--- src/rtl/cg_pkg.sv ---
package cg_pkg;
  // word offsets within the gate group
  localparam int unsigned OFS_STATUS = 0;
  localparam int unsigned OFS_SET    = 4;
  localparam int unsigned OFS_CLEAR  = 8;

  typedef enum logic [1:0] {
    SEL_NONE   = 2'd0,
    SEL_STATUS = 2'd1,
    SEL_SET    = 2'd2,
    SEL_CLEAR  = 2'd3
  } sel_e;
endpackage

--- src/rtl/cg_addr_dec.sv ---
module cg_addr_dec #(
  parameter int unsigned           ADDR_W    = 8,
  parameter logic [ADDR_W-1:0]     BASE_ADDR = '0
) (
  input  logic              valid_i,
  input  logic              write_i,
  input  logic [ADDR_W-1:0] addr_i,
  output cg_pkg::sel_e      sel_o,
  output logic              wr_o,
  output logic              rd_o
);
  import cg_pkg::*;

  localparam logic [ADDR_W-1:0] A_STAT = BASE_ADDR + ADDR_W'(OFS_STATUS);
  localparam logic [ADDR_W-1:0] A_SET  = BASE_ADDR + ADDR_W'(OFS_SET);
  localparam logic [ADDR_W-1:0] A_CLR  = BASE_ADDR + ADDR_W'(OFS_CLEAR);

  always_comb begin
    sel_o = SEL_NONE;
    // full compare, so misaligned addresses fall through to SEL_NONE
    if (addr_i == A_STAT)     sel_o = SEL_STATUS;
    else if (addr_i == A_SET) sel_o = SEL_SET;
    else if (addr_i == A_CLR) sel_o = SEL_CLEAR;
  end

  assign wr_o = valid_i &  write_i;
  assign rd_o = valid_i & ~write_i;
endmodule

--- src/rtl/cg_en_reg.sv ---
module cg_en_reg #(
  parameter int unsigned         N_GATES   = 32,
  parameter logic [N_GATES-1:0]  RESET_VAL = '0
) (
  input  logic               clk_i,
  input  logic               rst_ni,
  input  logic [N_GATES-1:0] set_i,
  input  logic [N_GATES-1:0] clr_i,
  output logic [N_GATES-1:0] q_o
);
  for (genvar i = 0; i < N_GATES; i++) begin : g_bit
    always_ff @(posedge clk_i or negedge rst_ni) begin
      if (!rst_ni)                    q_o[i] <= RESET_VAL[i];
      else if (set_i[i] || clr_i[i])  q_o[i] <= ~clr_i[i]; // clear dominates
    end
  end
endmodule

--- src/rtl/cg_rd_mux.sv ---
module cg_rd_mux #(
  parameter int unsigned N_GATES = 32
) (
  input  logic               rd_i,
  input  cg_pkg::sel_e       sel_i,
  input  logic [N_GATES-1:0] state_i,
  output logic [N_GATES-1:0] data_o
);
  import cg_pkg::*;

  always_comb begin
    data_o = '0;
    if (rd_i && sel_i == SEL_STATUS) data_o = state_i;
  end
endmodule

--- src/rtl/cg_gate_bank.sv ---
module cg_gate_bank #(
  parameter int unsigned         N_GATES   = 32,
  parameter int unsigned         ADDR_W    = 8,
  parameter logic [ADDR_W-1:0]   BASE_ADDR = '0,
  parameter logic [N_GATES-1:0]  RESET_VAL = '0
) (
  input  logic               clk_i,
  input  logic               rst_ni,
  input  logic               bus_valid_i,
  input  logic               bus_write_i,
  input  logic [ADDR_W-1:0]  bus_addr_i,
  input  logic [N_GATES-1:0] bus_wdata_i,
  output logic [N_GATES-1:0] bus_rdata_o,
  output logic [N_GATES-1:0] gate_en_o
);
  import cg_pkg::*;

  sel_e               sel;
  logic               wr, rd;
  logic [N_GATES-1:0] set_mask, clr_mask, rd_next;

  cg_addr_dec #(.ADDR_W(ADDR_W), .BASE_ADDR(BASE_ADDR)) u_dec (
    .valid_i (bus_valid_i),
    .write_i (bus_write_i),
    .addr_i  (bus_addr_i),
    .sel_o   (sel),
    .wr_o    (wr),
    .rd_o    (rd)
  );

  assign set_mask = (wr && sel == SEL_SET)   ? bus_wdata_i : '0;
  assign clr_mask = (wr && sel == SEL_CLEAR) ? bus_wdata_i : '0;

  cg_en_reg #(.N_GATES(N_GATES), .RESET_VAL(RESET_VAL)) u_en (
    .clk_i  (clk_i),
    .rst_ni (rst_ni),
    .set_i  (set_mask),
    .clr_i  (clr_mask),
    .q_o    (gate_en_o)
  );

  cg_rd_mux #(.N_GATES(N_GATES)) u_rd (
    .rd_i    (rd),
    .sel_i   (sel),
    .state_i (gate_en_o),
    .data_o  (rd_next)
  );

  always_ff @(posedge clk_i or negedge rst_ni) begin
    if (!rst_ni) bus_rdata_o <= '0;
    else         bus_rdata_o <= rd_next;
  end
endmodule

--- config.mk ---
export PLATFORM = sky130hd
export DESIGN_NAME = cg_gate_bank
export DESIGN_NICKNAME = d
export VERILOG_FILES = /design/src/rtl/cg_pkg.sv /design/src/rtl/cg_addr_dec.sv /design/src/rtl/cg_en_reg.sv /design/src/rtl/cg_rd_mux.sv /design/src/rtl/cg_gate_bank.sv
export SDC_FILE = /design/constraint.sdc
export NUM_CORES = 1
export LEC_CHECK = 0
export ABC_AREA = 1
export BUFFER_PORTS_ARGS = -buffer_cell sky130_fd_sc_hd__buf_4
export CORE_MARGIN = 5
export CORE_UTILIZATION = 49
export DETAILED_ROUTE_END_ITERATION = 10
export PLACE_DENSITY = 0.8
export SETUP_SLACK_MARGIN = 0.3
export SLEW_MARGIN = 30
export SYNTH_ARGS = -nofsm -noshare
export SYNTH_HDL_FRONTEND = slang
export SYNTH_HIERARCHICAL = 1
export SYNTH_SLANG_ARGS = --single-unit
--- constraint.sdc ---
create_clock -name clk_i -period 1 [get_ports clk_i]
set_clock_uncertainty 0.2 [all_clocks]
set_input_delay 0.05 -clock clk_i [delete_from_list [all_inputs] [get_ports clk_i]]
set_output_delay 0.05 -clock clk_i [all_outputs]
set_load 0.1 [all_outputs]
==> reports/metrics.yaml, run 1 <==
status:
  status: "did not finish"
  stop_stage: "clock tree synthesis (4_1_cts)"
  stop_error: "[ERROR DPL-0038] Utilization greater than 100%, impossible to legalize"
logic_synthesis:
  ys_warn_count: 6
  synth_top_area_cell: "dfrtp_1"
  syn_area_sq_um: 2830
  yosys.cell_types.count: 9
  synth_top_family_by_area: "simple AND/OR/NAND/NOR gates"
  synth_top_area_share_pct: 56.7
  synthMuxAreaShare_pct: 0
  yosysSeqAreaShare_pct: 56.7
  ys_seq_elements: 64
  synth_cells: 317
  yosys.area_share.simple_pct: 30.5
  yosys-top-cells-area: "dfrtp_1 57%, nor2_1 14%, nor2_2 13%"
  syn_area_per_cell_sq_um: 8.92
  synthXorXnorAreaFrac_pct: 0
  synthAdderAreaFrac_pct: 0
  synth_compound_area_share_pct: 0
  synth_fp_nets: 361
placement:
  port_buffers: 107
  placed_cell_area_sq_um: 4070
  pre_cts_ws_ns: -0.414
  dp_hpwl_mm: 5.10
  routabilityCongestion: 0.765
clock_tree:
  numCtsBuffers: 9
  clk_path_buf_depth: 2
  ctsResizeCount: 313
  clock_sink_count: 64
  postCtsSetupBuffers: 41
  h-tree-depth: 3
  cts_root_buf: "clkbuf_8"
floorplanning:
  std_cell_rows: 27
  die_y_microns: 86.0
  die_width_microns: 86.0
  start_util_pct: 51.0
  io_pins: 108
==> logic make-up after synthesis <==
| logic type | after synthesis |
|---|---|
| DFF | 64 |
| and+or+nand+nor | 174 |
| buffers and inverters | 79 |
==> stage by stage <==
step	hold WS [ns]	std cells	utilization, %	setup TNS (ns)
2_1_floorplan	-0.446	317	-	-7.94
3_3_place_gp	-0.123	497	73.5	-19.32
3_5_place_dp	-0.123	497	73.5	-20.79
==> cell usage after synthesis (all sizes together) <==
| master | n |
|---|---|
| nand2 | 4 |
| nor2 | 166 |
| nand3 | 4 |
| inv | 70 |
| buf | 9 |
| dfrtp | 64 |
==> run 2: changes to the inputs <==
--- a/config.mk
+++ b/config.mk
@@ -8,10 +8,9 @@
 export ABC_AREA = 1
 export BUFFER_PORTS_ARGS = -buffer_cell sky130_fd_sc_hd__buf_4
 export CORE_MARGIN = 5
-export CORE_UTILIZATION = 49
+export CORE_UTILIZATION = 40
 export DETAILED_ROUTE_END_ITERATION = 10
-export PLACE_DENSITY = 0.8
-export SETUP_SLACK_MARGIN = 0.3
+export PLACE_DENSITY_LB_ADDON = 0.15
 export SLEW_MARGIN = 30
 export SYNTH_ARGS = -nofsm -noshare
 export SYNTH_HDL_FRONTEND = slang
==> run 2 against run 1 <==
Net effect:
- the flow now finishes, with violations (setup timing)
- synthesized cell count is the same
- synthesized area did not move
==> reports/metrics.yaml, run 2 <==
status:
  status: "finished with violations"
  violations: "setup timing"
floorplanning:
  die_y_microns: 94.1  # +9.4%
  start_util_pct: 41.4  # -9.6 points
  coreArea_sq_um: 6830
  std_cell_rows: 30  # +11%
  die_area_sq_um: 8850
  io_pins: 108  # unchanged
  die_width_microns: 94.1  # +9.4%
sta:
  max_freq_mhz: 761
  relSlewSlack_pct: 76.6
  postLayoutSetupSlackWorst_ns: -0.315
  slew_viol_final: 0
  period_needed_ns: 1.31
  finalCritPeriodShare_pct: 131
  rsz0062_at_grt: "true"
  setup_viol: 128
  hold_viol_final: 0
  whs_ns: 0.0706
  tightest_slew_ns: 0.351
placement:
  dp_hpwl_mm: 4.60  # -9.8%
  placed_cell_area_sq_um: 4000  # -1.7%
  routabilityCongestion: 0.735  # -3.8%
  place_inst: 520  # +4.6%
  pre_cts_ws_ns: -0.430  # -0.0153 ns
  port_buffers: 107  # unchanged
setup_path:
  end_kind: "flop"
  worstPathRequired_ns: 1.02
  cp_max_fo: 7
  critPathKind: "in2reg"
  cp-endpoint: "u_en/q_o[30]"
  reg2reg_slack_ns: -0.19
  cp.arrival_ns: 1.34
  critPathLaunch: "bus_addr_i[0]"
  start_kind: "input port"
  reg2reg_to: "u_en/q_o[26]"
  rr_startpoint: "u_en/q_o[26]"
  reg2regPathDepth: 4
global_routing:
  overflow: 0
  grt_pass1_vias: 2804
  grt_first_pass_wirelength_mm: 13.7
  antenna_found_initial: 0
  grt_usage_pct: 20.4
  grt_max_degree: 65
clock_tree:
  clk_path_buf_depth: 2  # unchanged
  h-tree-depth: 3  # unchanged
  clk_pin_slew_ns: 0.07
  cts_root_buf: "clkbuf_8"
  numCtsBuffers: 9  # unchanged
  insertion_delay_ns: 0.34
  cts_tree: "built"
  clock_sink_count: 64  # unchanged
logic_synthesis:
  yosys.cell_types.count: 9  # unchanged
  synth_fp_nets: 361  # unchanged
  synth_common_cells: "106 x nor2_1, 70 x inv_1, 64 x dfrtp_1"
  ys_seq_elements: 64  # unchanged
  ys.flop_type: "dfrtp_1"
  yosysSeqAreaShare_pct: 56.7  # unchanged
  syn_area_per_cell_sq_um: 8.92  # unchanged
  synth_cells: 317  # unchanged
  ys_warn_count: 6  # unchanged
  yosys.cell_count.top_type: "nor2_1"
  synth-edff-count: 0  # unchanged
  syn_area_sq_um: 2830  # unchanged
  yosys-top-cells-area: "dfrtp_1 57%, nor2_1 14%, nor2_2 13%"
  async_flop_share_pct: 100  # unchanged
  synth_top_area_cell: "dfrtp_1"
  synth_top_area_share_pct: 56.7  # unchanged
cells_and_area:
  final_cell_mix: "77 x nor2_4, 54 x buf_6, 46 x nor2_1"
  syn_to_final_growth_pct: 123
  regArea_sq_um: 1760
  final_common_cell: "nor2_4"
  antenna_cells: 0
  fillCellCount: 222
  num-nets-final: 560
  drive_above_1_share_pct: 75.6
  fin_area_sq_um: 6310
  final_cells: 617
  post-route-util_pct: 92.4
  top_regs: "bus_rdata_o (32), u_en/q_o (32)"
  multiInputGateArea_sq_um: 1400
routing:
  routed-via-count: 2908
  wirelength_mm: 11.9
  drtPass1Iterations: 4
  ant_nets: 0
  drc: 0
  drtIter0Drc: 116
  wl_per_cell_microns: 19.4
  vias_per_cell: 4.71
pwr:
  ir_drop_mv: 0.754
  p_leak_nw: 2.71
  power_density_nw_per_um2: 1050
worst_hold_path:
  holdCritPathClass: "in2async"
run:
  cap_violations: 0
==> run 2: cell counts after synthesis <==
Identical to the previous run, type by type.
==> run 2: timing repair <==
action | in CTS | in global routing
gates resized for setup | 243 | 121
setup buffers | 33 | 14
hold buffers | 33 | 0
hold endpoints to repair | 96 | 0
endpoints found under the setup margin | 96 | 128
cloned | 4 | 6
pin swaps | 23 | 35
==> run 2: per-layer routing <==
| metal | routed length, microns | share of wire (%) | vias to the layer above | track usage [%] |
|---|---|---|---|---|
| met1 | 4330 | 36 | 1438 | 23.8 |
| met2 | 6570 | 55 | 141 | 36.7 |
| met4 | 346 | 2.9 | 0 | 7.82 |
| li1 | - | - | 1296 | - |
| met3 | 699 | 5.9 | 33 | 4.01 |
| met5 | 0 | 0 | - | 0 |
==> run 2: worst min-delay path by stage <==
stage | endpoint | cells after the start | from | slack, ns
2_1_floorplan | bus_rdata_o[0] | 0 | rst_ni | -0.45
6_report | u_en/q_o[9] | 3 | rst_ni | 0.07
3_3_place_gp | u_en/q_o[9] | 2 | rst_ni | -0.12
4_1_cts | bus_rdata_o[25] | 5 | bus_write_i | 0.002
5_1_grt | u_en/q_o[9] | 3 | rst_ni | 0.08
3_5_place_dp | u_en/q_o[27] | 2 | rst_ni | -0.12
==> run 2: critical path, stage by stage <==
cell and delay, ns:
buf_6 0.10, nor2_4 0.12, nand3_4 0.12, nor2_4 0.16, buf_6 0.13, buf_6 0.09
nand3_4 0.16, clkbuf_16 0.25, nor2_4 0.10, nor2_1 0.06
==> run 2: metrics by stage <==
step / TNS, ns / total power, mW
6_report: -26.81 / 6.66
5_1_grt: -30.29 / 6.85
4_1_cts: -17.20 / 6.49
3_5_place_dp: -21.25 / 3.88
3_3_place_gp: -19.60 / 3.86
2_1_floorplan: -7.98 / 3.51
==> run 2: cell families after synthesis <==
family	count (synthesis)	synth area share, %
DFF	64	56.7
buffers and inverters	79	12.9
and+or+nand+nor	174	30.5
==> run 2: final cells by class <==
class / count / area share, %
Timing Repair Buffer: 197 / 40.7
Sequential cell: 64 / 27.9
Multi-Input combinational cell: 174 / 22.1
Inverter: 70 / 4.48
Clock buffer: 12 / 2.14
Tap cell: 96 / 1.90
Clock inverter: 4 / 0.713
==> run 2: power by group <==
| part | switching [mW] | internal [mW] | total [mW] | leakage [nW] |
|---|---|---|---|---|
| Clock | 1.00 | 1.14 | 2.15 | 0.0941 |
| Combinational | 1.00 | 0.701 | 1.71 | 1.85 |
| Sequential | 0.102 | 2.70 | 2.81 | 0.773 |
(Power assumes the default switching activity.)
==> run 3: changes to the inputs <==
--- a/config.mk
+++ b/config.mk
@@ -8,7 +8,7 @@
 export ABC_AREA = 1
 export BUFFER_PORTS_ARGS = -buffer_cell sky130_fd_sc_hd__buf_4
 export CORE_MARGIN = 5
-export CORE_UTILIZATION = 40
+export CORE_UTILIZATION = 49
 export DETAILED_ROUTE_END_ITERATION = 10
 export PLACE_DENSITY_LB_ADDON = 0.15
 export SLEW_MARGIN = 30
==> run 3 against run 2 <==
Net effect:
- the flow now stops in clock tree synthesis (4_1_cts)
- synthesized area did not move
- synthesized cell count did not move
==> reports/metrics.yaml, run 3 <==
logic_synthesis:
  ys_seq_elements: 64  # unchanged
  ys.flop_type: "dfrtp_1"
  synth_top_area_share_pct: 56.7  # unchanged
  async_flop_share_pct: 100  # unchanged
  synth_common_cells: "106 x nor2_1, 70 x inv_1, 64 x dfrtp_1"
  yosys-top-cells-area: "dfrtp_1 57%, nor2_1 14%, nor2_2 13%"
  synth_top_area_cell: "dfrtp_1"
  syn_area_sq_um: 2830  # unchanged
  syn_area_per_cell_sq_um: 8.92  # unchanged
  ys_warn_count: 6  # unchanged
  synth-edff-count: 0  # unchanged
  yosys.cell_count.top_type: "nor2_1"
  synth_fp_nets: 361  # unchanged
  yosys.cell_types.count: 9  # unchanged
  yosysSeqAreaShare_pct: 56.7  # unchanged
  synth_cells: 317  # unchanged
floorplanning:
  start_util_pct: 51.0  # +9.6 points
  die_width_microns: 86.0  # -8.6%
  die_y_microns: 86.0  # -8.6%
  std_cell_rows: 27  # -10%
  io_pins: 108  # unchanged
placement:
  place_inst: 498  # -4.2%
  placed_cell_area_sq_um: 4010  # +0.25%
  routabilityCongestion: 0.713  # -3.0%
  port_buffers: 107  # unchanged
  dp_hpwl_mm: 4.83  # +5.0%
clock_tree:
  clock_sink_count: 64  # unchanged
  h-tree-depth: 3  # unchanged
  cts_root_buf: "clkbuf_8"
  cts_hold_buffers: 32  # -3.0%
  numCtsBuffers: 9  # unchanged
  clk_path_buf_depth: 2  # unchanged
  ctsResizeCount: 255  # +4.9%
  postCtsSetupBuffers: 38  # +15%
status:
  stop_stage: "clock tree synthesis (4_1_cts)"
  stop_error: "[ERROR DPL-0038] Utilization greater than 100%, impossible to legalize"
  status: "did not finish"
-- run 3: cell counts after synthesis --
Identical to the previous run, type by type.
-- run 3: kinds of logic after synthesis --
logic type / share of synthesized area [%]
and+or+nand+nor: 30.5
buffers and inverters: 12.9
DFF: 56.7
-- run 3: through the flow --
| stage | setup WS [ns] | hold WS (ns) |
|---|---|---|
| 3_5_place_dp | -0.417 | -0.232 |
| 3_3_place_gp | -0.354 | -0.232 |
| 2_1_floorplan | -0.174 | -0.446 |
